[src/rtl/prom_sweep_pkg.sv]
// Shared types for the PROM read sweeper.
// Assumes: supply codes are decoded by an external regulator; the code
// for each pass equals the pass number so status and supply line up.
package prom_sweep_pkg;

    typedef enum logic [2:0] {
        ST_IDLE,
        ST_SETTLE,
        ST_GAP,
        ST_SETUP,
        ST_ACCESS
    } sweep_state_t;

    typedef enum logic [1:0] {
        PASS_BLANK = 2'd0,
        PASS_LOW   = 2'd1,
        PASS_HIGH  = 2'd2
    } sweep_pass_t;

    localparam logic [1:0] SUP_NOM  = 2'b00;
    localparam logic [1:0] SUP_LOW  = 2'b01;
    localparam logic [1:0] SUP_HIGH = 2'b10;

endpackage

[src/rtl/sweep_delay.sv]
// Shared wait timer: loaded with N-1 when a timed phase begins, it reads
// zero during the last cycle of that phase.
// Assumes: the loader always gives a value of at least 0 (phases >= 1 cycle).
module sweep_delay #(
    parameter int CNT_W = 8
) (
    input  logic             clk,
    input  logic             rst_n,
    input  logic             load,
    input  logic [CNT_W-1:0] load_val,
    output logic             expired
);

    logic [CNT_W-1:0] cnt_q;

    // Load on phase entry, otherwise count down to zero and hold there.
    always_ff @(posedge clk) begin
        if (!rst_n) begin
            cnt_q <= '0;
        end else if (load) begin
            cnt_q <= load_val;
        end else if (cnt_q != '0) begin
            cnt_q <= cnt_q - 1'b1;
        end
    end

    assign expired = (cnt_q == '0);

endmodule

[src/rtl/sweep_addr_gen.sv]
// Word index counter and the presented-address register.
// The index advances after each read; the address seen by the memory only
// changes when the controller asks to present it (after the CE-high delay).
module sweep_addr_gen #(
    parameter int ADDR_W = 13
) (
    input  logic              clk,
    input  logic              rst_n,
    input  logic              clear,
    input  logic              step,
    input  logic              present,
    output logic              word_last,
    output logic [ADDR_W-1:0] addr_out
);

    logic [ADDR_W-1:0] idx_q;

    // Ascending word index, restarted at each pass.
    always_ff @(posedge clk) begin
        if (!rst_n) begin
            idx_q <= '0;
        end else if (clear) begin
            idx_q <= '0;
        end else if (step) begin
            idx_q <= idx_q + 1'b1;
        end
    end

    // Address driven to the memory, updated only on request.
    always_ff @(posedge clk) begin
        if (!rst_n) begin
            addr_out <= '0;
        end else if (present) begin
            addr_out <= idx_q;
        end
    end

    assign word_last = (idx_q == {ADDR_W{1'b1}});

endmodule

[src/rtl/sweep_fail_log.sv]
// Word comparator and first-failure record.
// Assumes: `sample` is high for exactly one cycle per read, on the cycle in
// which the memory data is valid; `clear` comes with an accepted start.
module sweep_fail_log #(
    parameter int ADDR_W = 13,
    parameter int DATA_W = 8
) (
    input  logic              clk,
    input  logic              rst_n,
    input  logic              clear,
    input  logic              sample,
    input  logic              blank_pass,
    input  logic [1:0]        pass_in,
    input  logic [ADDR_W-1:0] addr_in,
    input  logic [DATA_W-1:0] rd_data,
    input  logic [DATA_W-1:0] ref_word,
    output logic              mismatch,
    output logic              fail_seen,
    output logic [ADDR_W-1:0] fail_addr,
    output logic [DATA_W-1:0] fail_data,
    output logic [1:0]        fail_pass
);

    logic [DATA_W-1:0] want;

    // Blank passes expect all zeros; margin passes expect the image word.
    always_comb begin
        want     = blank_pass ? '0 : ref_word;
        mismatch = (rd_data != want);
    end

    // Record only the first mismatch of a run.
    always_ff @(posedge clk) begin
        if (!rst_n) begin
            fail_seen <= 1'b0;
            fail_addr <= '0;
            fail_data <= '0;
            fail_pass <= '0;
        end else if (clear) begin
            fail_seen <= 1'b0;
        end else if (sample && mismatch && !fail_seen) begin
            fail_seen <= 1'b1;
            fail_addr <= addr_in;
            fail_data <= rd_data;
            fail_pass <= pass_in;
        end
    end

endmodule

[src/rtl/prom_margin_sweeper.sv]
// Sweeps every word of an external PROM in blank mode (one nominal pass,
// all zeros expected) or margin mode (low then high supply, compared with
// an expected image). Each read: CE high TD_CYC, address then SETUP_CYC,
// CE low ACCESS_CYC, sample on the last low cycle.
// Assumes: all cycle counts are at least 1; the image lookup is combinational.
module prom_margin_sweeper
    import prom_sweep_pkg::*;
#(
    parameter int ADDR_W     = 13,
    parameter int DATA_W     = 8,
    parameter int TD_CYC     = 250,
    parameter int SETUP_CYC  = 2,
    parameter int ACCESS_CYC = 15
) (
    input  logic              clk,
    input  logic              rst_n,
    input  logic              start,
    input  logic              margin_mode,
    input  logic              stop_on_fail,
    output logic [1:0]        supply_sel,
    output logic              prom_ce_n,
    output logic              prom_oe_n,
    output logic [ADDR_W-1:0] prom_addr,
    input  logic [DATA_W-1:0] prom_data,
    output logic [ADDR_W-1:0] ref_addr,
    input  logic [DATA_W-1:0] ref_data,
    output logic              busy,
    output logic              done,
    output logic              device_ok,
    output logic              fail_seen,
    output logic [1:0]        pass_num,
    output logic [1:0]        fail_pass,
    output logic [ADDR_W-1:0] fail_addr,
    output logic [DATA_W-1:0] fail_data
);

    localparam int MAX_A   = (TD_CYC > SETUP_CYC) ? TD_CYC : SETUP_CYC;
    localparam int MAX_CYC = (MAX_A > ACCESS_CYC) ? MAX_A : ACCESS_CYC;
    localparam int CNT_W   = $clog2(MAX_CYC + 1);
    localparam logic [CNT_W-1:0] TD_LOAD  = CNT_W'(TD_CYC - 1);
    localparam logic [CNT_W-1:0] SU_LOAD  = CNT_W'(SETUP_CYC - 1);
    localparam logic [CNT_W-1:0] AC_LOAD  = CNT_W'(ACCESS_CYC - 1);

    sweep_state_t state_q, state_d;
    sweep_pass_t  pass_q;
    logic         stop_q;
    logic [1:0]   supply_q;
    logic         done_q;

    logic             tmr_load;
    logic [CNT_W-1:0] tmr_val;
    logic             tmr_zero;
    logic             present, step, clear_idx, go;
    logic             word_last, mismatch;
    logic             sample, abort_run, finish, next_pass;

    sweep_delay #(.CNT_W(CNT_W)) u_delay (
        .clk      (clk),
        .rst_n    (rst_n),
        .load     (tmr_load),
        .load_val (tmr_val),
        .expired  (tmr_zero)
    );

    sweep_addr_gen #(.ADDR_W(ADDR_W)) u_addr (
        .clk       (clk),
        .rst_n     (rst_n),
        .clear     (clear_idx),
        .step      (step),
        .present   (present),
        .word_last (word_last),
        .addr_out  (prom_addr)
    );

    sweep_fail_log #(.ADDR_W(ADDR_W), .DATA_W(DATA_W)) u_log (
        .clk        (clk),
        .rst_n      (rst_n),
        .clear      (go),
        .sample     (sample),
        .blank_pass (pass_q == PASS_BLANK),
        .pass_in    (pass_q),
        .addr_in    (prom_addr),
        .rd_data    (prom_data),
        .ref_word   (ref_data),
        .mismatch   (mismatch),
        .fail_seen  (fail_seen),
        .fail_addr  (fail_addr),
        .fail_data  (fail_data),
        .fail_pass  (fail_pass)
    );

    // End-of-read decisions: abort, finish the run, or move to the high pass.
    always_comb begin
        sample    = (state_q == ST_ACCESS) && tmr_zero;
        abort_run = sample && mismatch && stop_q;
        finish    = sample && (abort_run || (word_last && pass_q != PASS_LOW));
        next_pass = sample && !abort_run && word_last && (pass_q == PASS_LOW);
    end

    // Phase sequencing and timer loads.
    always_comb begin
        state_d   = state_q;
        tmr_load  = 1'b0;
        tmr_val   = '0;
        present   = 1'b0;
        step      = 1'b0;
        clear_idx = 1'b0;
        go        = 1'b0;
        case (state_q)
            ST_IDLE: begin
                if (start) begin
                    go        = 1'b1;
                    clear_idx = 1'b1;
                    state_d   = ST_SETTLE;
                    tmr_load  = 1'b1;
                    tmr_val   = TD_LOAD;
                end
            end
            ST_SETTLE: begin
                if (tmr_zero) begin
                    state_d  = ST_GAP;
                    tmr_load = 1'b1;
                    tmr_val  = TD_LOAD;
                end
            end
            ST_GAP: begin
                if (tmr_zero) begin
                    state_d  = ST_SETUP;
                    tmr_load = 1'b1;
                    tmr_val  = SU_LOAD;
                    present  = 1'b1;
                end
            end
            ST_SETUP: begin
                if (tmr_zero) begin
                    state_d  = ST_ACCESS;
                    tmr_load = 1'b1;
                    tmr_val  = AC_LOAD;
                end
            end
            ST_ACCESS: begin
                if (finish) begin
                    state_d = ST_IDLE;
                end else if (next_pass) begin
                    state_d   = ST_SETTLE;
                    tmr_load  = 1'b1;
                    tmr_val   = TD_LOAD;
                    clear_idx = 1'b1;
                end else if (sample) begin
                    state_d  = ST_GAP;
                    tmr_load = 1'b1;
                    tmr_val  = TD_LOAD;
                    step     = 1'b1;
                end
            end
            default: state_d = ST_IDLE;
        endcase
    end

    // Run-level registers: phase, pass, stop setting, supply code, done flag.
    always_ff @(posedge clk) begin
        if (!rst_n) begin
            state_q  <= ST_IDLE;
            pass_q   <= PASS_BLANK;
            stop_q   <= 1'b0;
            supply_q <= SUP_NOM;
            done_q   <= 1'b0;
        end else begin
            state_q <= state_d;
            if (go) begin
                pass_q   <= margin_mode ? PASS_LOW : PASS_BLANK;
                supply_q <= margin_mode ? SUP_LOW : SUP_NOM;
                stop_q   <= stop_on_fail;
                done_q   <= 1'b0;
            end else if (next_pass) begin
                pass_q   <= PASS_HIGH;
                supply_q <= SUP_HIGH;
            end else if (finish) begin
                supply_q <= SUP_NOM;
                done_q   <= 1'b1;
            end
        end
    end

    assign supply_sel = supply_q;
    assign prom_ce_n  = (state_q != ST_ACCESS);
    assign prom_oe_n  = 1'b0;
    assign ref_addr   = prom_addr;
    assign busy       = (state_q != ST_IDLE);
    assign done       = done_q;
    assign device_ok  = done_q & ~fail_seen;
    assign pass_num   = pass_q;

endmodule

[config.mk]
export PLATFORM = sky130hd
export DESIGN_NAME = prom_margin_sweeper
export DESIGN_NICKNAME = d
export VERILOG_FILES = /design/src/rtl/prom_sweep_pkg.sv /design/src/rtl/sweep_delay.sv /design/src/rtl/sweep_addr_gen.sv /design/src/rtl/sweep_fail_log.sv /design/src/rtl/prom_margin_sweeper.sv
export SDC_FILE = /design/constraint.sdc
export NUM_CORES = 1
export LEC_CHECK = 0
export ABC_AREA = 0
export BUFFER_PORTS_ARGS = -buffer_cell sky130_fd_sc_hd__buf_2
export CORE_MARGIN = 8
export CORE_UTILIZATION = 41
export DETAILED_ROUTE_END_ITERATION = 7
export PLACE_DENSITY = 0.74
export SKIP_LAST_GASP = 1
export SLEW_MARGIN = 10
export SYNTH_ARGS = -nofsm -noshare
export SYNTH_HDL_FRONTEND = slang
export SYNTH_SLANG_ARGS = --single-unit
[constraint.sdc]
create_clock -name clk -period 5.45 [get_ports clk]
set_input_delay 0.545 -clock clk [delete_from_list [all_inputs] [get_ports clk]]
set_output_delay 0.545 -clock clk [all_outputs]
set_load 0.005 [all_outputs]
After elaboration in Yosys (flattened, before gate mapping)

Index checks and enable logic that the tools add are counted.
W data, S select, Z words.

Word-level logic and storage cells: 98
Bits in registers: 67
Output and inout bits: 59

Equal/unequal tests: 14
Add/subtract/negate cells: 2
Multiplexer cells: 39
Reductions and logical operators: 26
Bitwise gates (word level): 5

Operators by type and width:

| operator                | count |
|---|---|
| $mux W8                 | 8 |
| $pmux W8 S5             | 1 |
| $mux W3                 | 7 |
| $pmux W3 S5             | 1 |
| $mux W1                 | 14 |
| $add A13 B1 Y13 const B | 1 |
| $eq A13 B13 Y1 const B  | 1 |
| $mux W2                 | 5 |
| $logic_and A1 B1 Y1     | 9 |
| $logic_not A8 Y1        | 1 |
| $ne A2 B2 Y1 const B    | 4 |
| $ne A8 B8 Y1            | 1 |
| $reduce_bool A8 Y1      | 1 |
| $sub A8 B1 Y8 const B   | 1 |
| $eq A3 B2 Y1 const B    | 2 |
| $reduce_bool A3 Y1      | 2 |
| $reduce_and A5 Y1       | 1 |
| $mux W4                 | 1 |
| $ne A4 B3 Y1 const B    | 1 |
| $not A1 Y1              | 4 |
| $reduce_and A2 Y1       | 2 |
| $reduce_bool A2 Y1      | 2 |
| $reduce_or A2 Y1        | 2 |
| $eq A3 B1 Y1 const B    | 1 |
| 12 further kinds        | 13 |

Depth between registers and ports, before layout

Word-level depth: 13
Depth in mapped cells: 10
Mapped depth without buffers: 8

By module

From an unflattened synthesis, not the netlist that was laid out.

Cells, all modules: 397
Area total of the unflattened synthesis: 3543.4 um2

By module, submodules not included:

| module              | seq. area each (um2) | times used | area each (um2) | cells each |
|---|---|---|---|---|
| sweep_fail_log      | 480.5                | 1          | 1208.7          | 138 |
| sweep_addr_gen      | 520.5                | 1          | 1139.8          | 113 |
| prom_margin_sweeper | 180.2                | 1          | 737.0           | 95 |
| sweep_delay         | 160.2                | 1          | 457.9           | 51 |

Worst setup path before layout

OpenSTA, ideal clock, no wires.

Kind: register to register
Start: reg u_delay.cnt_q[0]
End: reg u_addr.idx_q[11]
Slack: 3025 ps
Arrival time: 2355 ps
Stages on the path, launching flop included: 10
Clock period less this slack: 2425 ps
Cells stage by stage: dfxtp_1 > inv_1 > ha_1 > or3b_2 > clkbuf_1 > nor2_8 > nand3_4 > or4_1 > or3_1 > a21oi_1

Cells in the longest elaborated chain, start to end: 12
Elaborated cells between the ends (all ways): 18
Those cells by class: mux: 7; reduce/logical: 11

Ends and longest elaborated chain:

| what                              | RTL line                   | source |
|---|---|---|
| from (decl)                       | sweep_delay.sv:14          | `logic [CNT_W-1:0] cnt_q;` |
| from (signal assigned)            | sweep_delay.sv:21          | `cnt_q <= load_val;` |
| from (signal assigned)            | sweep_delay.sv:23          | `cnt_q <= cnt_q - 1'b1;` |
| $logic_not A8 Y1 (*)              | sweep_delay.sv:27          | `assign expired = (cnt_q == '0);` |
| $logic_and A1 B1 Y1 (*)           | prom_margin_sweeper.sv:94  | `sample = (state_q == ST_ACCESS) && tmr_zero;` |
| $logic_and A1 B1 Y1 (2 in series) | prom_margin_sweeper.sv:95  | `abort_run = sample && mismatch && stop_q;` |
| $logic_not A1 Y1                  | prom_margin_sweeper.sv:97  | `next_pass = sample && !abort_run && word_last && (pass_q == PASS_LOW);` |
| $logic_and A1 B1 Y1 (3 in series) | prom_margin_sweeper.sv:97  |  |
| $mux W1                           | prom_margin_sweeper.sv:144 | `end else if (next_pass) begin` |
| $mux W1                           | prom_margin_sweeper.sv:142 | `if (finish) begin` |
| $pmux W1 S2                       | prom_margin_sweeper.sv:109 | `case (state_q)` |
| $reduce_or A2 Y1 (no source line) | --                         |  |
| to (signal assigned)              | sweep_addr_gen.sv:25       | `idx_q <= idx_q + 1'b1;` |
| to (decl)                         | sweep_addr_gen.sv:16       | `logic [ADDR_W-1:0] idx_q;` |

Every way passes the cells marked *; elsewhere a longest branch is shown, timed or not.
A chain may end at the register's enable or synchronous reset.

Final worst setup path

Start: reg u_delay.cnt_q[0]
End: reg u_log.fail_data[6]

Cells in the longest elaborated chain, start to end: 5

Ends and longest elaborated chain:

| what                               | RTL line                  | source |
|---|---|---|
| $logic_not A8 Y1                   | sweep_delay.sv:27         |  |
| $logic_and A1 B1 Y1                | prom_margin_sweeper.sv:94 |  |
| $logic_and A1 B1 Y1 (2 in series)  | sweep_fail_log.sv:41      | `end else if (sample && mismatch && !fail_seen) begin` |
| $reduce_and A2 Y1 (no source line) | --                        |  |
| to (signal assigned)               | sweep_fail_log.sv:44      | `fail_data <= rd_data;` |
| to (decl)                          | sweep_fail_log.sv:20      | `output logic [DATA_W-1:0] fail_data,` |

Every way passes these cells.

==> flow_metrics.tcl <==
set metrics [dict create \
    grt.total_usage_pct 15.08 \
    timing.final.crit_period_ns 3.079 \
    chipWidth_um 105.7 \
    place.detailed.instances 545 \
    starting_density_of_the_core_pct 42.46 \
    synthCells 400 \
    cp-start-kind "flip-flop" \
    setup.worst_path.start "u_delay.cnt_q[0]$_SDFFE_PN0P_" \
    cts.path.max_buffers 2 \
    critical_path_at_ns 3.35 \
    post_synthesis_instance_area_um2 3298 \
    fp-row-count 32 \
    grt_antenna_before_repair 0 \
    flow.area_growth_from_synthesis_pct 17.87 \
    postSynthAreaPerCell_um2 8.245 \
    tightest_slew_ns 0.8968 \
    critical_path_peak_fanout 24 \
    pin_count_of_the_biggest_net_entering_global_routing 48 \
    endpoint_kind "flip-flop" \
    req_time_crit_path_ns 5.72 \
    synth-edff-count 0 \
    clkLatencyLatePin_ns 0.34 \
    postCtsResizedCells 0 \
    cells_traversed_along_the_worst_timing_path "inv_1, ha_1, or3b_2, nor3_2, o41a_1, nand3_1, a21oi_1" \
    total_power_mw 1.234 \
    slew-limit-headroom_pct 40.04 \
    initialDrtViolationCount 205 \
    fp.coreArea_um2 7767 \
    detail-route-antenna-nets 0 \
    cap_violations 0 \
    p_leak_nw 1.639 \
    synth_top_area_cell "dfxtp_1" \
    cts_num_sinks 67 \
    syn_nets 424 \
    hold_path.class "in -> reg" \
    grt_setup_unrepaired "false" \
    antennaDiodeCount 0 \
    floorplan.die_area_um2 11170 \
    synth_top_cells_by_area "dfxtp_1 (41%), a21oi_1 (7.3%), o21ai_0 (5.6%), nand3_1 (5.3%), nor2_1 (4.3%)" \
    worstPathBufferInverterCount 1 \
    max-vdd-ir-drop_mv 0.1130 \
    routed_wire_length_per_instance_um 15.31 \
    finClkSkew_ns 0.01214 \
    layoutNonFillerInstCount 561 \
    finish.net_count 478 \
    ctsHoldBuffers 0 \
    placement.io_buffers 78 \
    async_reset_ff_share_pct 0 \
    critical-path-max-stage-delay_ns 0.87 \
    clk_root_buffer_cell "clkbuf_8" \
    routed-via-count 3157 \
    path_class "reg -> reg" \
    route.detailed.vias_per_inst 5.627 \
    synth.top_cells.by_count "dfxtp_1 (67), a21oi_1 (48), nor2_1 (38)" \
    run_status "finished clean" \
    cts_tree "built" \
    hold_path.startpoint "stop_on_fail" \
    synth_flop_cell "dfxtp_1" \
    yosysMostFrequentCell "dfxtp_1" \
    drive_above_1_share_pct 23.53 \
    finalHoldViolations 0 \
    cp_slowest_cell "o41a_1" \
    clock_tree.htree_level_count 3 \
    hpwl_um 6357 \
    sequential_share_of_the_synthesized_area_pct 40.67 \
    clk_transition_reported_paths_ns 0.08 \
    via_count_of_the_first_global_routing_pass 2967 \
    maxSlewViolCount 0 \
    yosysWarningCount 0 \
    timing.setup.tns_ns 0 \
    worst_path_dominant_cell_family "simple AND/OR/NAND/NOR gates" \
    num_io_pins 80 \
    wire_length_of_the_first_global_routing_pass_um 14350 \
    setup-violations-final 0 \
    grt.overflow.total 0 \
    route.final.wire_length_um 8589 \
    number_of_remaining_drc_errors 0 \
    synth_cell_types 50 \
    numCtsBuffers 9 \
    detailedRoute.firstPassIterationCount 5 \
    worst_hold_slack_ns 0.4486 \
    yosysTopAreaCellShare_pct 40.67 \
    cts_setup_buffers 0 \
    floorplan.die.height_um 105.7 \
    nFillCells 746 \
    power_density_nw_per_um2 317.4 \
    timing.rr.start "u_delay.cnt_q[0]$_SDFFE_PN0P_" \
    gp_routability_congestion 0.7997 \
    max_freq_ghz 0.3248 \
    final_min_period_over_clock_period_pct 56.50 \
    synth-seq-cells 67 \
]
==> power breakdown <==
group	switching (mW)	internal, mW
sequential	0.0214	0.509
combinational	0.122	0.0772
clock	0.187	0.317
==> layout by cell type, fill, tap and decap left out, drive strengths merged, types with 3 or more instances in the layout <==
cell     n
buf     83
dfxtp   67
a21oi   48
nor2    40
o21ai   37
nand3   36
nand2   13
mux2i   12
clkbuf  12
inv     10
or3      9
xnor2    7
a31oi    6
nand4    6
o21a     6
nor3     6
or4      6
a211oi   5
nor4bb   4
o32a     4
and3     4
o41ai    4
ha       3
bufinv   3
and2     3
==> final cells by class <==
cell class / count / area (µm²) / area share (%)
multi-input combinational: 283 / 1710 / 44.00
sequential: 67 / 1341 / 34.50
timing repair buffer: 83 / 427.9 / 11.01
clock buffer: 12 / 145.1 / 3.733
tap: 102 / 127.6 / 3.283
clock inverter: 4 / 97.59 / 2.510
inverter: 10 / 37.54 / 0.9656
==> logic make-up after synthesis <==
logic type      count (synthesis)  share of synthesized area (%)
fa+ha+maj                       3                          1.138
compound gates                123                          22.23
xor+xnor                        8                          2.125
mux                            12                          3.642
flops                          67                          40.67
other cells                     1                         0.1137
simple gates                  136                          22.38
buf+inv                        50                          7.701
==> worst reg2reg max path, cell delays in order (launching register included) <==
cell	delay, ns
dfxtp_1	0.34
inv_1	0.12
ha_1	0.18
or3b_2	0.55
nor3_2	0.58
o41a_1	0.87
nand3_1	0.19
a21oi_1	0.18
==> through the flow <==
stage,setup WS (ns),instance area (µm²),util (%)
after floorplan,3.025,3298,-
after global placement,2.503,3645,46.92
after detailed placement,2.374,3645,46.92
after CTS,2.373,3887,50.05
after global routing,2.101,3887,50.05
final,2.371,3887,50.05
==> registers in the layout, indices dropped and copies added, names as in the netlist <==
register	count
u_log.fail_addr	13
u_addr.addr_out	13
u_addr.idx_q	13
supply_sel	2
u_delay.cnt_q	8
u_log.fail_data	8
pass_num	2
done	1
u_log.fail_pass	2
u_log.fail_seen	1
state_q	3
stop_q	1
==> per-layer routing <==
| layer | up-vias | global-route usage [%] | part of all wire [%] |
|---|---|---|---|
| met5 | - | 0 | 0 |
| met4 | 0 | 5.829 | 1.3 |
| met3 | 9 | 4.019 | 7.7 |
| met2 | 105 | 24.98 | 48 |
| met1 | 1490 | 18.17 | 43 |
| li1 | 1553 | - | - |
==> worst paths after layout <==
path                                     end  slack (ns)  depth (start not counted)
max          u_log.fail_data[6]$_SDFFE_PN0P_        2.37                          7
min                      stop_q$_SDFFE_PN0P_        0.45                          3
max reg2reg  u_log.fail_data[6]$_SDFFE_PN0P_        2.37                          7
min reg2reg       supply_sel[1]$_SDFFE_PN0P_        0.47                          2
Power figures use the tool's default switching activity.
